[config.mk]
export PLATFORM = sky130hd
export DESIGN_NAME = interleaved_mem
export DESIGN_NICKNAME = d
export VERILOG_FILES = /design/src/rtl/imem_pkg.sv /design/src/rtl/imem_ctrl.sv /design/src/rtl/imem_datapath.sv /design/src/rtl/interleaved_mem.sv
export SDC_FILE = /design/constraint.sdc
export NUM_CORES = 1
export LEC_CHECK = 0
export ABC_CLOCK_PERIOD_IN_PS = 2800
export BUFFER_PORTS_ARGS = -buffer_cell sky130_fd_sc_hd__buf_2
export CAP_MARGIN = 25
export CORE_MARGIN = 5
export CORE_UTILIZATION = 56
export CTS_BUF_LIST = sky130_fd_sc_hd__clkbuf_8
export DETAILED_ROUTE_END_ITERATION = 10
export HOLD_SLACK_MARGIN = 0.02
export PLACE_DENSITY = 0.77
export SYNTH_ARGS = -nofsm -noshare
export SYNTH_HDL_FRONTEND = slang
export SYNTH_SLANG_ARGS = --single-unit
[constraint.sdc]
create_clock -name clk -period 2.8 [get_ports clk]
set_input_delay 0.84 -clock clk [delete_from_list [all_inputs] [get_ports clk]]
set_output_delay 0.84 -clock clk [all_outputs]
set_load 0.02 [all_outputs]
[src/rtl/imem_pkg.sv]
package imem_pkg;

  // Fixed organisation: four one-word banks selected by word address bits [1:0].
  localparam int NUM_BANKS = 4;
  localparam int BANK_BITS = $clog2(NUM_BANKS);
  localparam int DATA_W    = 32;

  typedef enum logic [1:0] {
    PH_IDLE,
    PH_ADDR,
    PH_ACCESS,
    PH_XFER
  } phase_t;

  // Strobes passed from the sequencer to the datapath.
  typedef struct packed {
    logic                 loadLine;
    logic [NUM_BANKS-1:0] bankLatch;
    logic [BANK_BITS-1:0] xferSel;
    logic                 wordStrobe;
    logic                 lastWord;
  } strobe_t;

  // Modelled content of the banks: a fixed function of the word address.
  function automatic logic [DATA_W-1:0] cellValue(input logic [15:0] wordAddr);
    return {wordAddr ^ 16'hA5C3, wordAddr};
  endfunction

endpackage

[src/rtl/imem_ctrl.sv]
module imem_ctrl
  import imem_pkg::*;
#(
  parameter int ADDR_CYC   = 4,
  parameter int ACCESS_CYC = 24,
  parameter int XFER_CYC   = 4,
  parameter bit INTERLEAVE = 1'b1
) (
  input  logic    clk,
  input  logic    rstN,
  input  logic    reqGo,
  output logic    busy,
  output strobe_t strb
);

  localparam int CNT_W = $clog2(ADDR_CYC + ACCESS_CYC + XFER_CYC + 1);
  localparam logic [CNT_W-1:0] ADDR_LAST   = CNT_W'(ADDR_CYC - 1);
  localparam logic [CNT_W-1:0] ACCESS_LAST = CNT_W'(ACCESS_CYC - 1);
  localparam logic [CNT_W-1:0] XFER_LAST   = CNT_W'(XFER_CYC - 1);
  localparam logic [BANK_BITS-1:0] FINAL_WORD = BANK_BITS'(NUM_BANKS - 1);

  phase_t               phase;
  logic [CNT_W-1:0]     phaseCnt;
  logic [BANK_BITS-1:0] wordNum;

  logic accessEnd;
  logic xferEnd;

  assign accessEnd = (phase == PH_ACCESS) && (phaseCnt == ACCESS_LAST);
  assign xferEnd   = (phase == PH_XFER)   && (phaseCnt == XFER_LAST);

  always_ff @(posedge clk) begin
    if (!rstN) begin
      phase    <= PH_IDLE;
      phaseCnt <= '0;
      wordNum  <= '0;
    end else begin
      unique case (phase)
        PH_IDLE: begin
          if (reqGo) begin
            phase    <= PH_ADDR;
            phaseCnt <= '0;
            wordNum  <= '0;
          end
        end
        PH_ADDR: begin
          if (phaseCnt == ADDR_LAST) begin
            phase    <= PH_ACCESS;
            phaseCnt <= '0;
          end else begin
            phaseCnt <= phaseCnt + 1'b1;
          end
        end
        PH_ACCESS: begin
          if (accessEnd) begin
            phase    <= PH_XFER;
            phaseCnt <= '0;
          end else begin
            phaseCnt <= phaseCnt + 1'b1;
          end
        end
        PH_XFER: begin
          if (xferEnd) begin
            phaseCnt <= '0;
            if (wordNum == FINAL_WORD) begin
              phase <= PH_IDLE;
            end else begin
              wordNum <= wordNum + 1'b1;
              // Interleaved: the next word is already in its bank.
              // Sequential: the next word needs its own address and access.
              phase   <= INTERLEAVE ? PH_XFER : PH_ADDR;
            end
          end else begin
            phaseCnt <= phaseCnt + 1'b1;
          end
        end
        default: phase <= PH_IDLE;
      endcase
    end
  end

  generate
    if (INTERLEAVE) begin : g_parallel
      always_comb strb.bankLatch = accessEnd ? {NUM_BANKS{1'b1}} : '0;
    end else begin : g_serial
      always_comb begin
        strb.bankLatch = '0;
        if (accessEnd) strb.bankLatch[wordNum] = 1'b1;
      end
    end
  endgenerate

  assign strb.loadLine   = (phase == PH_IDLE) && reqGo;
  assign strb.xferSel    = wordNum;
  assign strb.wordStrobe = xferEnd;
  assign strb.lastWord   = xferEnd && (wordNum == FINAL_WORD);
  assign busy            = (phase != PH_IDLE);

endmodule

[src/rtl/imem_datapath.sv]
module imem_datapath
  import imem_pkg::*;
#(
  parameter int WADDR_W = 12
) (
  input  logic                 clk,
  input  logic                 rstN,
  input  logic [WADDR_W-3:0]   reqLine,
  input  strobe_t              strb,
  output logic [DATA_W-1:0]    wordData
);

  localparam int LINE_W = WADDR_W - BANK_BITS;

  logic [LINE_W-1:0] lineReg;
  logic [DATA_W-1:0] bankWord [NUM_BANKS];

  always_ff @(posedge clk) begin
    if (!rstN)              lineReg <= '0;
    else if (strb.loadLine) lineReg <= reqLine;
  end

  // Each bank holds the row addressed by the line; bank i supplies word {line, i}.
  for (genvar i = 0; i < NUM_BANKS; i++) begin : g_bank
    always_ff @(posedge clk) begin
      if (!rstN)                  bankWord[i] <= '0;
      else if (strb.bankLatch[i]) bankWord[i] <= cellValue(16'({lineReg, BANK_BITS'(i)}));
    end
  end

  // Shared one-word return bus.
  assign wordData = bankWord[strb.xferSel];

endmodule

[src/rtl/interleaved_mem.sv]
module interleaved_mem
  import imem_pkg::*;
#(
  parameter int WADDR_W    = 12,
  parameter int ADDR_CYC   = 4,
  parameter int ACCESS_CYC = 24,
  parameter int XFER_CYC   = 4,
  parameter bit INTERLEAVE = 1'b1
) (
  input  logic               clk,
  input  logic               rstN,
  input  logic               reqGo,
  input  logic [WADDR_W-3:0] reqLine,
  output logic               busy,
  output logic               wordValid,
  output logic [1:0]         wordIdx,
  output logic [31:0]        wordData,
  output logic               lineDone
);

  strobe_t strb;

  imem_ctrl #(
    .ADDR_CYC  (ADDR_CYC),
    .ACCESS_CYC(ACCESS_CYC),
    .XFER_CYC  (XFER_CYC),
    .INTERLEAVE(INTERLEAVE)
  ) uCtrl (
    .clk  (clk),
    .rstN (rstN),
    .reqGo(reqGo),
    .busy (busy),
    .strb (strb)
  );

  imem_datapath #(
    .WADDR_W(WADDR_W)
  ) uData (
    .clk     (clk),
    .rstN    (rstN),
    .reqLine (reqLine),
    .strb    (strb),
    .wordData(wordData)
  );

  assign wordValid = strb.wordStrobe;
  assign wordIdx   = strb.xferSel;
  assign lineDone  = strb.lastWord;

endmodule

==> summary.md <==
| Metric | Value |
|---|---|
| Seq/Total Area, Yosys | `0.559` |
| Hold Crit Class | `flip-flop to flip-flop` |
| F_max | `377 MHz` |
| Tightest Pin Transition | `0.552 ns` |
| WL/cell | `approximately 12 µm` |
| Total GRT Usage | `0.158` |
| Largest cells by area after synthesis | `edfxtp_1 (37%), dfxtp_1 (19%), nand2_1 (11%)` |
| Most frequent cell after synthesis | `nand2_1` |
| Crit. End Element | `output pin` |
| Top FF cell, synth | `edfxtp_1` |
| RSZ-0062 raised after global routing | `false` |
| Die Span X | `75.2 µm` |
| CP Class | `flip-flop to output pin` |
| CTS tree | `done` |
| CTS Buffer Depth | `2` |
| Logic pwr share | `0.085` |
| Largest net degree at the start of global routing | `31` |
| Status | `finished, final reports clean` |
| Sw frac | `0.239` |
| Syn. warnings | `0` |
| Proportion of layout cells with a drive suffix above 1 | `0.218` |
| DIE AREA | `5660 µm²` |
| Power, Total | `1.37 mW` |
| Ant. Diodes | `0` |
| Placed Area | `2540 µm²` |
| Fin worst setup slack | `0.150 ns` |
| Setup_tns | `0 ns` |
| Slew headroom | `0.632` |
| Synth cell count leaders | `nand2_1 (70), edfxtp_1 (29), dfxtp_1 (23)` |
| Post-synth top area share | `0.366` |
| Via Count | `1702` |
| Core Footprint | `~4000 µm²` |
| Remaining DRCs | `0` |
| Power per Cell Area | `around 520 nW/µm²` |
| Root Buffer | `clkbuf_8` |
| DP Worst Slack | `0.403 ns` |
| Leakage | `1.23 nW` |
| Die H | `75.2 µm` |
| Synth area leader | `edfxtp_1` |
| Total grt overflow | `0` |
| Synth cell types | `35` |
| Starting Density | `0.587` |
| CP arrival | `about 1.8 ns` |
| Synth Cell Area | `2380 µm²` |
| Internal power | `between 1 and 1.5 mW` |
| Final wirelength | `4.08 mm` |
| Post-detailed-route count of antenna-violating nets | `0` |
| Clk_lat worst skew | `0.30 ns` |
| Iter 0 DRT Violations | `118` |
| Clock skew | `0.00558 ns` |
| Post-route cell area | `2630 µm²` |
| Port bufs | `43` |
| FFs w/ async S/R, synth | `0` |
| Clock slew at reported path FFs | `about 0.09 ns` |
| # rows | `23` |
| I/O pin cnt | `50` |
| Hold Violations, Final | `0` |
| First-pass GRT wire length | `about 6.6 mm` |
| Worst EP required | `1.96 ns` |
| Post-layout nets | `299` |
| Peak VDD IR | `0.335 mV` |
| CP startpoint kind | `flip-flop` |
| FF+latch count, synth | `52` |
| Clock share of power | `0.297` |
| Setup Buffers After CTS | `0` |
| Post-DP HPWL | `around 2.8 mm` |
| Clk sinks | `52` |
| Synthesized area per cell | `about 9.5 µm²` |
| Max Transition Viols Final | `0` |
| Sequential share of power | `0.618` |
| Tmin final | `2.65 ns` |
| Post-synth EDFFs | `29` |
| Final Cycle Share | `0.946` |
| Vias in the first global route | `1478` |
| Final setup vio count | `0` |
| Pre-Repair DR Iteration Count | `4` |
| Net switching power figure | `0.329 mW` |
| GPL Wtd Cong | `0.903` |
| Initial antenna violation count | `0` |
| Cts bufs inserted | `5` |
| Mapped Cells | `251` |
| Synth-to-Final Area Change | `10.4%` |
| Via/cell ratio | `5.08` |
| Max Fanout on Critical Path | `6` |
| H-tree levels | `2` |
| Max-cap violations | `0` |
placed cells by master, fill, tap and decap left out, types with 2 or more instances in the layout:
master	n
nand2_1	70
nor2b_1	4
edfxtp_1	29
clkbuf_8	5
buf_2	43
and3_1	21
nand2b_1	2
conb_1	6
o21ai_0	4
nor3_1	5
a21oi_1	12
and2_1	3
or2_2	3
or3_1	3
buf_4	4
nand3b_1	2
nand3_1	7
ha_1	2
inv_1	4
dfxtp_1	23
nor2_1	16
routing by layer:
layer,part of all wire,global-route usage,routed length [µm],vias to the layer above
met5,0,0,0,-
met4,0.015,0.0524,61,0
met3,0.066,0.0427,268,5
met2,0.47,0.272,1900,45
met1,0.45,0.191,1850,756
li1,-,-,-,896
state kept, by name, summed over array words and instances (netlist names), named ones only:
signal / flops
uCtrl.wordNum: 2
uData.lineReg: 10
uCtrl.phase: 2
uData.bankWord: 30
uCtrl.phaseCnt: 6
metrics by stage:
stage | hold WS, ns | instances | util
4_1_cts | 0.468 | 335 | 0.648
3_5_place_dp | 0.456 | 327 | 0.626
5_1_grt | 0.494 | 335 | 0.648
3_3_place_gp | 0.447 | 327 | 0.626
6_report | 0.465 | 335 | 0.648
2_1_floorplan | 0.440 | 256 | -
power by group through the flow:
stage	clock, mW	sequential [mW]	combinational (mW)
2_1_floorplan	0	0.862	0.0937
3_3_place_gp	0	0.864	0.117
3_5_place_dp	0	0.866	0.118
4_1_cts	0.415	0.848	0.118
5_1_grt	0.452	0.852	0.131
6_report	0.408	0.848	0.117
layout make-up:
cell class / instances / area, µm²
Fill cell: 347 / 1430
Inverter: 4 / 15.0
Timing Repair Buffer: 47 / 245
Sequential cell: 52 / 1330
Tap cell: 50 / 62.6
Clock inverter: 3 / 17.5
Clock buffer: 5 / 68.8
Multi-Input combinational cell: 174 / 890
worst paths after layout:
path | from | end | slack, ns | depth (start not counted)
worst min-delay path | uData.lineReg[1] | uData.lineReg[1] | 0.46 | 2
worst max register to register | uCtrl.phaseCnt[0] | uData.bankWord[2][17] | 0.77 | 5
worst max-delay path | uCtrl.phaseCnt[0] | lineDone | 0.15 | 5
worst min register to register | uData.lineReg[1] | uData.lineReg[1] | 0.46 | 2
critical path, stage by stage, from the launching register on:
cell and delay, ns:
dfxtp_1 0.37, ha_1 0.19, or3b_4 0.44, nor3_1 0.22, and2_1 0.15, buf_2 0.15
kinds of logic after synthesis:
| group | share of synthesized area |
|---|---|
| flops | 0.559 |
| compound gates | 0.0536 |
| fa+ha+maj | 0.0105 |
| mux | 0.00473 |
| other cells | 0.00157 |
| buf+inv | 0.0767 |
| simple gates | 0.294 |
what timing repair did:
| action | in CTS | in global routing |
|---|---|---|
| resized for setup | 0 | 1 |
| setup endpoints to repair | 0 | 1 |
| hold buffers | 0 | 0 |
(Power assumes the default switching activity.)
